==> src/rtl/pin_bank_pkg.sv <==
package pin_bank_pkg;

  localparam int unsigned BUS_W = 32;

  // Word offsets within the window; software decodes on these values.
  localparam int unsigned OFS_OUT_SET = 'h00;
  localparam int unsigned OFS_OUT_CLR = 'h10;
  localparam int unsigned OFS_EN_SET  = 'h20;
  localparam int unsigned OFS_EN_CLR  = 'h30;
  localparam int unsigned OFS_IN      = 'h40;

  typedef enum logic [1:0] {
    SEL_NONE = 2'd0,
    SEL_OUT  = 2'd1,
    SEL_EN   = 2'd2,
    SEL_IN   = 2'd3
  } rd_sel_e;

  typedef struct packed {
    logic out_set;
    logic out_clr;
    logic en_set;
    logic en_clr;
  } wr_strobe_t;

  // Next value of one register bit under a set/clear write pair.
  function automatic logic next_bit(input logic cur, input logic set_hit,
                                    input logic clr_hit);
    if (set_hit)      return 1'b1;
    else if (clr_hit) return 1'b0;
    else              return cur;
  endfunction

  // Place a pin-wide vector in the low bits of a bus word.
  function automatic logic [BUS_W-1:0] widen(input logic [BUS_W-1:0] pins,
                                             input int unsigned npins);
    logic [BUS_W-1:0] w;
    for (int unsigned b = 0; b < BUS_W; b++) begin
      w[b] = (b < npins) ? pins[b] : 1'b0;
    end
    return w;
  endfunction

endpackage

==> src/rtl/pin_bank_decode.sv <==
module pin_bank_decode
  import pin_bank_pkg::*;
#(
  parameter int unsigned ADDR_W = 8
) (
  input  logic              clk,
  input  logic              rst_n,
  input  logic [ADDR_W-1:0] addr,
  input  logic              we,
  output wr_strobe_t        strb,
  output rd_sel_e           sel
);

  localparam logic [ADDR_W-1:0] A_OUT_SET = ADDR_W'(OFS_OUT_SET);
  localparam logic [ADDR_W-1:0] A_OUT_CLR = ADDR_W'(OFS_OUT_CLR);
  localparam logic [ADDR_W-1:0] A_EN_SET  = ADDR_W'(OFS_EN_SET);
  localparam logic [ADDR_W-1:0] A_EN_CLR  = ADDR_W'(OFS_EN_CLR);
  localparam logic [ADDR_W-1:0] A_IN      = ADDR_W'(OFS_IN);

  logic hit_out_set, hit_out_clr, hit_en_set, hit_en_clr, hit_in;

  always_comb begin
    hit_out_set = (addr == A_OUT_SET);
    hit_out_clr = (addr == A_OUT_CLR);
    hit_en_set  = (addr == A_EN_SET);
    hit_en_clr  = (addr == A_EN_CLR);
    hit_in      = (addr == A_IN);
  end

  always_comb begin
    strb.out_set = we & hit_out_set;
    strb.out_clr = we & hit_out_clr;
    strb.en_set  = we & hit_en_set;
    strb.en_clr  = we & hit_en_clr;
  end

  always_comb begin
    if (hit_out_set || hit_out_clr)    sel = SEL_OUT;
    else if (hit_en_set || hit_en_clr) sel = SEL_EN;
    else if (hit_in)                   sel = SEL_IN;
    else                               sel = SEL_NONE;
  end


  strobe_onehot_chk: assert property (@(posedge clk) disable iff (!rst_n)
    $onehot0({strb.out_set, strb.out_clr, strb.en_set, strb.en_clr}));


  idle_no_strobe_chk: assert property (@(posedge clk) disable iff (!rst_n)
    !we |-> (strb == '0));


  unmapped_no_strobe_chk: assert property (@(posedge clk) disable iff (!rst_n)
    (sel == SEL_NONE) |-> (strb == '0));

endmodule

==> src/rtl/pin_bank_regs.sv <==
module pin_bank_regs
  import pin_bank_pkg::*;
#(
  parameter int unsigned NUM_PINS = 32
) (
  input  logic                clk,
  input  logic                rst_n,
  input  wr_strobe_t          strb,
  input  logic [NUM_PINS-1:0] wmask,
  output logic [NUM_PINS-1:0] out_q,
  output logic [NUM_PINS-1:0] en_q
);

  for (genvar i = 0; i < NUM_PINS; i++) begin : g_pin
    logic lvl_b, en_b;

    always_ff @(posedge clk or negedge rst_n) begin
      if (!rst_n) begin
        lvl_b <= 1'b0;
        en_b  <= 1'b0;
      end else begin
        lvl_b <= next_bit(lvl_b, strb.out_set & wmask[i], strb.out_clr & wmask[i]);
        en_b  <= next_bit(en_b,  strb.en_set  & wmask[i], strb.en_clr  & wmask[i]);
      end
    end

    assign out_q[i] = lvl_b;
    assign en_q[i]  = en_b;
  end


  out_set_chk: assert property (@(posedge clk) disable iff (!rst_n)
    strb.out_set |=> ((out_q & $past(wmask)) == $past(wmask)) &&
                     ((out_q & ~$past(wmask)) == ($past(out_q) & ~$past(wmask))));


  out_clr_chk: assert property (@(posedge clk) disable iff (!rst_n)
    strb.out_clr |=> ((out_q & $past(wmask)) == '0) &&
                     ((out_q & ~$past(wmask)) == ($past(out_q) & ~$past(wmask))));


  en_set_chk: assert property (@(posedge clk) disable iff (!rst_n)
    strb.en_set |=> ((en_q & $past(wmask)) == $past(wmask)) && $stable(out_q));


  en_clr_chk: assert property (@(posedge clk) disable iff (!rst_n)
    strb.en_clr |=> ((en_q & $past(wmask)) == '0) && $stable(out_q));


  hold_chk: assert property (@(posedge clk) disable iff (!rst_n)
    (strb == '0) |=> $stable(out_q) && $stable(en_q));

endmodule

==> src/rtl/pin_bank_sync.sv <==
module pin_bank_sync #(
  parameter int unsigned NUM_PINS    = 32,
  parameter int unsigned SYNC_STAGES = 2
) (
  input  logic                clk,
  input  logic                rst_n,
  input  logic [NUM_PINS-1:0] raw_in,
  output logic [NUM_PINS-1:0] sync_out
);

  logic [NUM_PINS-1:0] stage_q [SYNC_STAGES];

  for (genvar s = 0; s < SYNC_STAGES; s++) begin : g_stage
    logic [NUM_PINS-1:0] src;
    if (s == 0) begin : g_first
      assign src = raw_in;
    end else begin : g_next
      assign src = stage_q[s-1];
    end

    always_ff @(posedge clk or negedge rst_n) begin
      if (!rst_n) stage_q[s] <= '0;
      else        stage_q[s] <= src;
    end
  end

  assign sync_out = stage_q[SYNC_STAGES-1];

  if (SYNC_STAGES == 2) begin : g_two_stage_chk
    logic [1:0] since_rst_q;
    always_ff @(posedge clk or negedge rst_n) begin
      if (!rst_n)                 since_rst_q <= 2'd0;
      else if (since_rst_q != 2'd2) since_rst_q <= since_rst_q + 2'd1;
    end


    sync_delay_chk: assert property (@(posedge clk) disable iff (!rst_n)
      (since_rst_q == 2'd2) |-> (sync_out == $past(raw_in, 2)));
  end

endmodule

==> src/rtl/pin_bank_ctrl.sv <==
module pin_bank_ctrl
  import pin_bank_pkg::*;
#(
  parameter int unsigned NUM_PINS    = 32,
  parameter int unsigned ADDR_W      = 8,
  parameter int unsigned SYNC_STAGES = 2
) (
  input  logic                clk,
  input  logic                rst_n,
  input  logic [ADDR_W-1:0]   bus_addr,
  input  logic                bus_we,
  input  logic [BUS_W-1:0]    bus_wdata,
  output logic [BUS_W-1:0]    bus_rdata,
  input  logic [NUM_PINS-1:0] pad_in,
  output logic [NUM_PINS-1:0] pad_out,
  output logic [NUM_PINS-1:0] pad_oe
);

  localparam int unsigned PAD_W = NUM_PINS;

  wr_strobe_t           strb;
  rd_sel_e              sel;
  logic [PAD_W-1:0]     out_q, en_q, in_sync;
  logic [PAD_W-1:0]     wmask;
  logic [BUS_W-1:0]     out_word, en_word, in_word;

  assign wmask = bus_wdata[PAD_W-1:0];

  pin_bank_decode #(.ADDR_W(ADDR_W)) u_decode (
    .clk  (clk),
    .rst_n(rst_n),
    .addr (bus_addr),
    .we   (bus_we),
    .strb (strb),
    .sel  (sel)
  );

  pin_bank_regs #(.NUM_PINS(PAD_W)) u_regs (
    .clk  (clk),
    .rst_n(rst_n),
    .strb (strb),
    .wmask(wmask),
    .out_q(out_q),
    .en_q (en_q)
  );

  pin_bank_sync #(.NUM_PINS(PAD_W), .SYNC_STAGES(SYNC_STAGES)) u_sync (
    .clk     (clk),
    .rst_n   (rst_n),
    .raw_in  (pad_in),
    .sync_out(in_sync)
  );

  always_comb begin
    out_word = widen(BUS_W'(out_q), PAD_W);
    en_word  = widen(BUS_W'(en_q), PAD_W);
    in_word  = widen(BUS_W'(in_sync), PAD_W);
  end

  always_comb begin
    unique case (sel)
      SEL_OUT: bus_rdata = out_word;
      SEL_EN:  bus_rdata = en_word;
      SEL_IN:  bus_rdata = in_word;
      default: bus_rdata = '0;
    endcase
  end

  for (genvar p = 0; p < PAD_W; p++) begin : g_pad
    assign pad_oe[p]  = en_q[p];
    assign pad_out[p] = en_q[p] & out_q[p];
  end


  pad_gate_chk: assert property (@(posedge clk) disable iff (!rst_n)
    ((pad_out & ~pad_oe) == '0) && ((pad_out & ~out_q) == '0));


  unmapped_read_chk: assert property (@(posedge clk) disable iff (!rst_n)
    (sel == SEL_NONE) |-> (bus_rdata == '0));


  reset_clear_chk: assert property (@(posedge clk)
    $rose(rst_n) |-> (pad_oe == '0) && (pad_out == '0));

endmodule

==> config.mk <==
export PLATFORM = sky130hd
export DESIGN_NAME = pin_bank_ctrl
export DESIGN_NICKNAME = d
export VERILOG_FILES = /design/src/rtl/pin_bank_pkg.sv /design/src/rtl/pin_bank_decode.sv /design/src/rtl/pin_bank_regs.sv /design/src/rtl/pin_bank_sync.sv /design/src/rtl/pin_bank_ctrl.sv
export SDC_FILE = /design/constraint.sdc
export NUM_CORES = 1
export LEC_CHECK = 0
export CORE_MARGIN = 8
export CORE_UTILIZATION = 45
export CTS_BUF_LIST = sky130_fd_sc_hd__clkbuf_2 sky130_fd_sc_hd__clkbuf_4 sky130_fd_sc_hd__clkbuf_8
export DETAILED_ROUTE_END_ITERATION = 6
export PLACE_DENSITY = 0.89
export SKIP_CTS_REPAIR_TIMING = 1
export SYNTH_ARGS = -nofsm -noshare
export SYNTH_HDL_FRONTEND = slang
export SYNTH_HIERARCHICAL = 1
export SYNTH_SLANG_ARGS = --single-unit
export TNS_END_PERCENT = 5
==> constraint.sdc <==
create_clock -name clk -period 2.9 [get_ports clk]
set_input_delay 0.58 -clock clk [delete_from_list [all_inputs] [get_ports clk]]
set_output_delay 0.58 -clock clk [all_outputs]
set_load 0.1 [all_outputs]
==> key figures <==
Status
  – Outcome: finished, violations left
  – Failing checks: negative setup slack

Timing
  – Max-slew violation total from the final report: 0
  – Fin crit period: about 3200 ps
  – Final setup viols: 32
  – Period utilization: 109%
  – Unrepaired setup endpoints after global routing: yes
  – Fmax: 0.316 GHz
  – Slew at the pin closest to its max-slew limit: 656 ps
  – Fin. Hold Viols: 0
  – Setup ws final: -267 ps
  – Relative slew slack: between 50% and 60%
  – Worst Clk Skew: 8.34 ps

Floorplanning
  – Row count: slightly above 40
  – Overall die width: 129 um
  – Core area: roughly 0.013 mm2
  – Die H: between 100 and 150 um
  – Ports: around 170
  – Area of the die: 0.0168 mm2
  – Initial core utilization: 46.1%

Global route
  – First-pass GRT wire length: 23600 um
  – Grt total ovfl: 0
  – Vias in the first global route: 4438
  – Initial antenna violation count: 0
  – Pin count of the biggest net entering global routing: 55
  – Total track usage: 18.3%

Power
  – Maximum VDD drop: between 0.2 and 0.3 mV
  – P per Cell Area: a little over 500 mW/mm2
  – Final Power: 4.28 mW
  – Leakage Power: between 3 and 4 nW

Synthesis
  – Avg Inst Size Synth: 12.7 um2
  – Synth top cells by count: dfrtp_1 (128), a22o_1 (96), nand2_1 (65)
  – Ys flop type: dfrtp_1
  – Top-count cell post-synth: dfrtp_1
  – Post-synth EDFFs: 0
  – Mapped Cells: 455
  – Mapped Nets: 530
  – Sequential share of the synthesized area: 55.3%
  – Top cell type's share of synthesized area: a little under three fifths
  – Biggest area consumer among synthesized cells: dfrtp_1
  – Yosys warnings: 6
  – Async SR Flop Fraction: 100%
  – Mapped Area: 0.00579 mm2
  – Netlist cell types: 25
  – Synth Register Bits: between 100 and 150
  – Ranking of synthesized cells by area: dfrtp_1 (55%), a22o_1 (15%), buf_4 (8.3%)

Clock tree
  – Clock net sink count: 128
  – Clock Tree Buf Depth: 2
  – Clk Latency, worst-skew pair: ~430 ps
  – Clock tree from TritonCTS: done
  – Worst-path clk slew: 80 ps
  – Root Buffer: clkbuf_8
  – H-Tree Depth: 4
  – CTS buffer count: 17

Cells and area
  – Fraction of layout cells with a size suffix above 1: 39.5%
  – Area growth from synthesis to layout: 42.6%
  – Antenna Cells: 0
  – Non-filler cells in the finished layout: just under 800
  – Nets: 660

Drt
  – Vias per cell: 5.32
  – Starting DRT DRC Count: roughly 230
  – Routed length per instance: slightly above 20 um
  – Final ANT Viol Nets: 0
  – DRC errors left: 0
  – Vias: 4096
  – Pre-antenna DRT Iters: 4
  – Routed wire length: 15700 um

Worst setup path
  – CP max FO: 7
  – CP Capture Type: output port
  – Crit path required time: 2320 ps
  – Type of the worst setup path: in -> out
  – Crit path DAT: 2590 ps
  – CP Launch Type: input pin

Placed design
  – I/O Buffers: 170
  – Dpl cells: about 740
  – Final GP Congestion: 0.806
  – HPWL after detailed placement: between 10000 and 15000 um

Min path
  – Hold Path Class: in -> async

Run
  – Maxcap violations: 0
-- stage by stage --
step           worst slack (ps)  hold slack, ps  utilization, %  TNS (ps)  cell area [um2]
2_1_floorplan             -30.9             284               -      -940             5830
6_report                   -267             187            65.7     -7810             8260
3_3_place_gp               -552             332            59.7    -17130             7500
4_1_cts                    -643             173            63.5    -19510             7980
3_5_place_dp               -632             335            59.7    -19140             7500
5_1_grt                    -317             220            65.7     -9330             8260
-- cells by family (layout without fill, tap and decap cells) --
family / Yosys count / count (layout) / synth area share, %
AO/OA/AOI/OAI: 98 / 98 / 14.9
flip-flops: 128 / 128 / 55.3
multiplexers: 32 / 32 / 8.17
buffers and inverters: 90 / 233 / 12.4
AND/OR/NAND/NOR: 107 / 107 / 9.23
-- metal layers --
metal | share of wire (%) | up-vias | GRT usage, % | routed length [um]
met5 | 0 | - | 0 | 0
li1 | - | 1807 | - | -
met4 | 2.3 | 0 | 7.92 | 367
met3 | 8.4 | 29 | 6.70 | 1320
met2 | 51 | 201 | 31.1 | 8050
met1 | 38 | 2059 | 20.2 | 5990
-- cell usage in the layout, fill, tap and decap left out, types with 2 or more instances in the layout --
cell / netlist / routed
nand2_1: 65 / 65
a22o_4: 0 / 25
clkbuf_8: 0 / 18
buf_12: 3 / 37
bufinv_16: 0 / 6
a22o_2: 0 / 7
dfrtp_1: 128 / 128
mux2_4: 30 / 31
clkinvlp_4: 0 / 2
clkinv_4: 0 / 2
buf_6: 11 / 5
clkbuf_16: 0 / 2
clkinv_2: 0 / 3
dlymetal6s2s_1: 0 / 3
and2_1: 32 / 32
a22o_1: 96 / 64
clkdlybuf4s50_1: 0 / 67
nor4_2: 0 / 2
buf_4: 64 / 86
-- worst max-delay path, stage by stage --
cell and delay, ps:
buf_6 90, or3b_4 400, a2111oi_4 450, buf_6 190, clkbuf_16 170, mux2_4 300, a22o_4 230, buf_12 160
-- cell type report --
type | count | area (um2)
Fill cell | 863 | 4310
Timing Repair Buffer | 200 | 2200
Sequential cell | 128 | 3200
Inverter | 1 | 3.75
Clock buffer | 18 | 248
Multi-Input combinational cell | 237 | 2150
Tap cell | 172 | 215
Clock inverter | 14 | 236
-- power breakdown --
part	leakage, nW	switching, mW	internal [mW]
combinational	1.97	0.307	0.199
clock	0.239	0.712	1.13
sequential	1.63	0.0599	1.87
-- flip-flops by register name (all words and copies together), names as in the netlist --
name / flops
u_sync/sync_out: 32
u_regs/g_pin.en_b: 32
u_sync/g_stage.src: 32
u_regs/g_pin.lvl_b: 32
-- final timing paths --
kind	start	to	slack (ps)	depth (start not counted)
worst min register to register	u_sync/g_stage[1].src[11]	u_sync/sync_out[11]	350	0
min in group clk	u_sync/g_stage[1].src[11]	u_sync/sync_out[11]	350	0
max in group asynchronous	rst_n	u_regs/g_pin[12].lvl_b	1930	2
worst max-delay path	bus_addr[5]	bus_rdata[6]	-270	8
worst min-delay path	rst_n	u_regs/g_pin[31].lvl_b	190	1
worst max register to register	u_regs/g_pin[29].en_b	u_regs/g_pin[29].en_b	2140	1
Power figures use the tool's default switching activity.
